### config.mk
export PLATFORM = sky130hd
export DESIGN_NAME = slp_wake_timer
export DESIGN_NICKNAME = d
export VERILOG_FILES = /design/src/rtl/swt_pkg.sv /design/src/rtl/swt_regfile.sv /design/src/rtl/swt_wake_ctl.sv /design/src/rtl/slp_wake_timer.sv
export SDC_FILE = /design/constraint.sdc
export NUM_CORES = 1
export LEC_CHECK = 0
export BUFFER_PORTS_ARGS = -buffer_cell sky130_fd_sc_hd__buf_2
export CAP_MARGIN = 20
export CORE_UTILIZATION = 60
export DETAILED_ROUTE_END_ITERATION = 8
export GPL_TIMING_DRIVEN = 0
export PLACE_DENSITY_LB_ADDON = 0.1
export SYNTH_ARGS = -nofsm -noshare
export SYNTH_HDL_FRONTEND = slang
export SYNTH_SLANG_ARGS = --single-unit
### constraint.sdc
create_clock -name clk -period 3.7 [get_ports clk]
set_input_delay 0.185 -clock clk [delete_from_list [all_inputs] [get_ports clk]]
set_output_delay 0.185 -clock clk [all_outputs]
set_load 0.05 [all_outputs]
### src/rtl/swt_pkg.sv
package swt_pkg;
  localparam int unsigned CAUSE_W     = 4;
  localparam logic [3:0]  CAUSE_NONE  = 4'd0;
  localparam logic [3:0]  CAUSE_BTN   = 4'd1;
  localparam logic [3:0]  CAUSE_TIMER = 4'd6;

  // control register layout
  localparam int unsigned CTRL_ADDR   = 0;
  localparam int unsigned WAKE_BASE   = 1;
  localparam int unsigned BIT_EN      = 0;
  localparam int unsigned BIT_ARM     = 1;
  localparam int unsigned BIT_NOBTN   = 2;
  localparam int unsigned BIT_LATCH   = 3;
endpackage

### src/rtl/swt_regfile.sv
module swt_regfile
  import swt_pkg::*;
#(
  parameter int unsigned RTC_W  = 32,
  parameter int unsigned DATA_W = 8,
  parameter int unsigned ADDR_W = 4
) (
  input  logic              clk,
  input  logic              rst_n,
  input  logic              wr_en,
  input  logic [ADDR_W-1:0] addr,
  input  logic [DATA_W-1:0] wdata,
  output logic [DATA_W-1:0] rdata,
  input  logic [RTC_W-1:0]  rtc,
  input  logic              clr_arm,
  output logic [RTC_W-1:0]  wake_time,
  output logic [RTC_W-1:0]  offset_val,
  output logic              en,
  output logic              arm,
  output logic              no_btn,
  output logic              latch_pend,
  output logic              ctrl_wr
);
  localparam int unsigned NBYTES    = RTC_W / DATA_W;
  localparam int unsigned OFFS_BASE = WAKE_BASE + NBYTES;

  // wrapping sum used by the latch request
  function automatic logic [RTC_W-1:0] wrap_add(input logic [RTC_W-1:0] a,
                                                input logic [RTC_W-1:0] b);
    return a + b;
  endfunction

  logic [RTC_W-1:0] wake_q, offs_q;
  logic             en_q, arm_q, nobtn_q, latch_q;

  assign ctrl_wr = wr_en && (addr == ADDR_W'(CTRL_ADDR));

  always_ff @(posedge clk) begin
    if (!rst_n) begin
      wake_q  <= '0;
      offs_q  <= '0;
      en_q    <= 1'b0;
      arm_q   <= 1'b0;
      nobtn_q <= 1'b0;
      latch_q <= 1'b0;
    end else begin
      for (int i = 0; i < NBYTES; i++) begin
        if (wr_en && addr == ADDR_W'(WAKE_BASE + i)) wake_q[i*DATA_W +: DATA_W] <= wdata;
        if (wr_en && addr == ADDR_W'(OFFS_BASE + i)) offs_q[i*DATA_W +: DATA_W] <= wdata;
      end
      if (latch_q) wake_q <= wrap_add(rtc, offs_q);
      if (ctrl_wr) begin
        en_q    <= wdata[BIT_EN];
        arm_q   <= wdata[BIT_ARM];
        nobtn_q <= wdata[BIT_NOBTN];
        latch_q <= wdata[BIT_LATCH];
      end else begin
        latch_q <= 1'b0;
        if (clr_arm) arm_q <= 1'b0;
      end
    end
  end

  always_comb begin
    rdata = '0;
    if (addr == ADDR_W'(CTRL_ADDR)) begin
      rdata[BIT_EN]    = en_q;
      rdata[BIT_ARM]   = arm_q;
      rdata[BIT_NOBTN] = nobtn_q;
      rdata[BIT_LATCH] = latch_q;
    end
    for (int i = 0; i < NBYTES; i++) begin
      if (addr == ADDR_W'(WAKE_BASE + i)) rdata = wake_q[i*DATA_W +: DATA_W];
      if (addr == ADDR_W'(OFFS_BASE + i)) rdata = offs_q[i*DATA_W +: DATA_W];
    end
  end

  assign wake_time  = wake_q;
  assign offset_val = offs_q;
  assign en         = en_q;
  assign arm        = arm_q;
  assign no_btn     = nobtn_q;
  assign latch_pend = latch_q;
endmodule

### src/rtl/swt_wake_ctl.sv
module swt_wake_ctl
  import swt_pkg::*;
#(
  parameter int unsigned RTC_W = 32
) (
  input  logic               clk,
  input  logic               rst_n,
  input  logic               asleep,
  input  logic               no_btn,
  input  logic               button,
  input  logic [RTC_W-1:0]   rtc,
  input  logic [RTC_W-1:0]   wake_time,
  output logic               timer_hit,
  output logic               button_hit,
  output logic               fire,
  output logic               wake_pulse,
  output logic [CAUSE_W-1:0] wake_cause
);
  // reached when the signed distance from target to now is not negative
  function automatic logic time_reached(input logic [RTC_W-1:0] now,
                                        input logic [RTC_W-1:0] target);
    logic [RTC_W-1:0] diff;
    diff = now - target;
    return ~diff[RTC_W-1];
  endfunction

  assign timer_hit  = asleep && time_reached(rtc, wake_time);
  assign button_hit = asleep && button && !no_btn;
  assign fire       = timer_hit || button_hit;

  always_ff @(posedge clk) begin
    if (!rst_n) begin
      wake_pulse <= 1'b0;
      wake_cause <= CAUSE_NONE;
    end else begin
      wake_pulse <= fire;
      if (timer_hit)       wake_cause <= CAUSE_TIMER;
      else if (button_hit) wake_cause <= CAUSE_BTN;
    end
  end
endmodule

### src/rtl/slp_wake_timer.sv
module slp_wake_timer
  import swt_pkg::*;
#(
  parameter int unsigned RTC_W  = 32,
  parameter int unsigned DATA_W = 8,
  parameter int unsigned ADDR_W = 4
) (
  input  logic              clk,
  input  logic              rst_n,
  input  logic              reg_wr,
  input  logic [ADDR_W-1:0] reg_addr,
  input  logic [DATA_W-1:0] reg_wdata,
  output logic [DATA_W-1:0] reg_rdata,
  input  logic [RTC_W-1:0]  rtc_sec,
  input  logic              button_press,
  output logic              sleep_req,
  output logic              wake_pulse,
  output logic [3:0]        wake_cause
);
  logic [RTC_W-1:0] wake_time, offset_val;
  logic en, arm, no_btn, latch_pend, ctrl_wr;
  logic timer_hit, button_hit, fire, asleep;

  assign asleep    = en && arm;
  assign sleep_req = asleep;

  swt_regfile #(.RTC_W(RTC_W), .DATA_W(DATA_W), .ADDR_W(ADDR_W)) u_regs (
    .clk(clk), .rst_n(rst_n), .wr_en(reg_wr), .addr(reg_addr), .wdata(reg_wdata),
    .rdata(reg_rdata), .rtc(rtc_sec), .clr_arm(fire), .wake_time(wake_time),
    .offset_val(offset_val), .en(en), .arm(arm), .no_btn(no_btn),
    .latch_pend(latch_pend), .ctrl_wr(ctrl_wr)
  );

  swt_wake_ctl #(.RTC_W(RTC_W)) u_ctl (
    .clk(clk), .rst_n(rst_n), .asleep(asleep), .no_btn(no_btn),
    .button(button_press), .rtc(rtc_sec), .wake_time(wake_time),
    .timer_hit(timer_hit), .button_hit(button_hit), .fire(fire),
    .wake_pulse(wake_pulse), .wake_cause(wake_cause)
  );
endmodule

==> reports/qor.yml <==
status: "complete, no violations"
grt_antenna_before_repair: 0
cts_resized: 0
rsz0062_at_grt: "no"
antenna_left: 0
grt_pass1_vias: 5724
synth-simple-area-share_pct: 17.59
synth_edf_count: 0
r2r_slack_ns: 0.59
final_cell_mix: "81 x nand2_1, 71 x dfxtp_1, 65 x a21oi_1"
totalWireLength_mm: 20.96
synthesis.area_sq_um: 5996
cp.required_ns: 3.96
final_common_cell: "nand2_1"
io_pins: 62
cts_max_level: 3
min_path_type: "input port to flip-flop"
yosysSeqAreaShare_pct: 23.71
yosys_most_used_dff: "dfxtp_1"
slew_headroom_pct: 43.02
io_buffers: 50
grt_pass1_wl_mm: 31.78
fmax_mhz: 321.8
switchingPower_w: 0.0005654
switching_share_pct: 32.82
area_delta_synth_final_pct: 9.975
synth_cells: 755
numCtsBuffers: 9
die_x_um: 102.0
synth_warnings: 0
core_sq_um: 9729
synthAdderAreaFrac_pct: 13.06
vias_per_cell: 6.592
nets: 926
internal-power_w: 0.001157
rows: 36
drcViolationCount: 0
critPathTopFamily: "compound AO/OA/AOI/OAI gates"
pwr-share-comb_pct: 19.7
r2r-end: "u_regs.wake_time[30]$_SDFFE_PN0P_"
dp_worst_setup_slack_ns: 0.7264
drt-pass1-iter-count: 5
setup_viol: 0
die_h_um: 102.0
cp_max_fo: 4
r2r-start: "u_regs.offset_val[0]$_SDFFE_PN0P_"
synth_mux_area_share_pct: 9.182
crit_type: "flip-flop to flip-flop"
ir_drop_v: 0.0001574
tritoncts: "built"
pwr-share-clk_pct: 34.6
fp.dieArea_sq_um: 10400
cp_cell_sequence: "ha_1 > inv_1 > fa_1 > nor2b_2 > o31ai_2 > a2111o_1 > a311oi_4 > a21oi_2 > o211a_1 > a211o_1"
hold_depth: 4
seqPwrFrac_pct: 45.7
syn_area_per_cell_sq_um: 7.941
slowest_delay_ns: 0.50
synth-compound-area-share_pct: 27.25
grt_max_degree: 14
period_share_pct: 83.99
num_vias: 6289
period_minus_slack_ns: 3.108
clkLatencyLatePin_ns: 0.37
clockRootBuffer: "clkbuf_8"
hold_buffers: 0
post-cts-setup-buffer-count: 0
worstHoldEndpoint: "u_ctl.wake_pulse$_SDFF_PN0_"
path_clk_slew_ns: 0.09
p_leak_nw: 2.686
synth_top_family_by_area: "compound AO/OA/AOI/OAI gates"
clk_path_buf_depth: 2
startpoint_type: "flip-flop"
synth-async-reset-ratio_pct: 0
hold_viol: 0
wire_per_inst_um: 21.97
ff2ff_path_depth: 10
finalMaxSlewViolations: 0
tightest_slew_ns: 0.8525
ys_types: 73
drive_gt1_share_pct: 12.06
power-per-cell-area_nw_per_um2: 261.3
endpoint_kind: "flip-flop"
grt_remaining_overflow: 0
syn_nets: 865
ys_seq_elements: 71
grt_usage_pct: 41.75
antenna_cells: 0
clock-sinks: 71
place_congestion: 1.021
drt_iter0_drc: 585
drv_cap: 0
initial_core_util_pct: 61.63
critical_path_arrival_ns: 3.37
setup_tns_ns: 0
fin_skew_ns: 0.01802
setup_slack_ns: 0.5924
dp_hpwl_mm: 16.39
hp-start: "button_press"
worst_path_max_delay_cell: "a2111o_1"
worst-path-buf-inv: 1
synth-xor-area-share_pct: 2.922
## metrics by stage
step | hold WS, ns | instances | utilization, % | instance area [sq um] | total power (W)
2_1_floorplan | 0.4147 | 755 | - | 5996 | 0.001020
4_1_cts | 0.2244 | 954 | 67.77 | 6594 | 0.001705
5_1_grt | 0.2473 | 954 | 67.77 | 6594 | 0.001786
6_report | 0.2205 | 954 | 67.77 | 6594 | 0.001723
3_3_place_gp | 0.4728 | 938 | 65.91 | 6412 | 0.001124
3_5_place_dp | 0.4779 | 938 | 65.91 | 6412 | 0.001133
## worst max path at each step
stage                                            from                           endpoint  slack [ns]  cells after the start
finish              u_regs.offset_val[0]$_SDFFE_PN0P_  u_regs.wake_time[30]$_SDFFE_PN0P_        0.59                     10
floorplan                                 reg_addr[2]                       reg_rdata[0]        0.99                      7
global placement    u_regs.offset_val[0]$_SDFFE_PN0P_  u_regs.wake_time[30]$_SDFFE_PN0P_        0.78                     10
global route        u_regs.offset_val[0]$_SDFFE_PN0P_  u_regs.wake_time[30]$_SDFFE_PN0P_        0.51                     10
CTS                 u_regs.offset_val[0]$_SDFFE_PN0P_  u_regs.wake_time[30]$_SDFFE_PN0P_        0.66                     10
detailed placement  u_regs.offset_val[0]$_SDFFE_PN0P_  u_regs.wake_time[30]$_SDFFE_PN0P_        0.73                     10
## routing by layer
layer | vias up | GRT usage (%) | share of wire (%)
met5 | - | 0 | 0
met4 | 0 | 23.19 | 5.3
met3 | 73 | 9.439 | 10
met2 | 377 | 64.07 | 44
met1 | 2932 | 54.25 | 41
li1 | 2907 | - | -
## synthesized netlist by cell type, types with 3 or more instances
library cell   n  share of area [%]
a211o_1        4               0.58
a22oi_1        7               0.88
a21oi_1       65                5.4
o21a_1         6               0.75
o311ai_0       3               0.44
dfxtp_1       71                 24
and2_1         5               0.52
nand2_1       81                5.1
and3_1         8               0.83
xnor2_1        9                1.3
mux2i_1       37                6.2
o22ai_1        3               0.31
nand2b_1       5               0.52
clkbuf_1      38                2.4
nand4_1       12                1.3
nand3_1       30                2.5
a21o_1        20                2.5
a31oi_1        6               0.63
buf_2          6               0.50
o221ai_1       4               0.58
o211a_1        4               0.67
a211oi_1      24                3.0
ha_1          61                 13
nor3_1         7               0.58
o21ai_1        5               0.42
o21bai_1       4               0.50
buf_4          3               0.38
or3_1          3               0.31
nor2_1        53                3.3
o211ai_1       5               0.63
inv_1         43                2.7
o2111ai_1      4               0.58
xor2_1        11                1.6
o21ai_0       34                2.8
nor2b_1        8               0.83
nor3b_1        3               0.38
a311oi_1       9                1.3
mux4_2         7                2.6
## final cells by class
| cell class | count | area, sq um |
|---|---|---|
| well taps | 133 | 166.4 |
| repair buffers | 50 | 250.2 |
| multi-input cells | 590 | 4202 |
| plain buffers | 50 | 207.7 |
| clock inverters | 6 | 43.79 |
| fillers | 859 | 3136 |
| flip-flops and latches | 71 | 1421 |
| inverters | 44 | 165.2 |
| clock buffers | 10 | 137.6 |
## power groups by stage
stage / Combinational [W] / Sequential, W / Clock [W]
floorplan: 0.000222 / 0.000798 / 0
global placement: 0.000320 / 0.000804 / 0
detailed placement: 0.000328 / 0.000804 / 0
CTS: 0.000330 / 0.000786 / 0.000588
global route: 0.000368 / 0.000788 / 0.000630
finish: 0.000339 / 0.000787 / 0.000597
## kinds of logic after synthesis
kind of cell	Yosys count
AND/OR/NAND/NOR	226
XOR/XNOR	20
AO/OA/AOI/OAI	235
other	1
adder cells (fa/ha/maj)	62
flip-flops	71
buffers and inverters	94
multiplexers	46
## state kept, by name (all words and copies together) (netlist names)
signal             cells
u_ctl.wake_cause       2
u_regs.en              1
u_regs.wake_time      32
u_regs.offset_val     32
u_regs.arm             1
u_ctl.wake_pulse       1
u_regs.latch_pend      1
u_regs.no_btn          1
## worst reg2reg max path, stage by stage, from the launching register on
cell,delay (ns)
dfxtp_1,0.38
ha_1,0.28
inv_1,0.09
fa_1,0.42
nor2b_2,0.17
o31ai_2,0.11
a2111o_1,0.50
a311oi_4,0.41
a21oi_2,0.17
o211a_1,0.23
a211o_1,0.26
(Power assumes the default switching activity.)
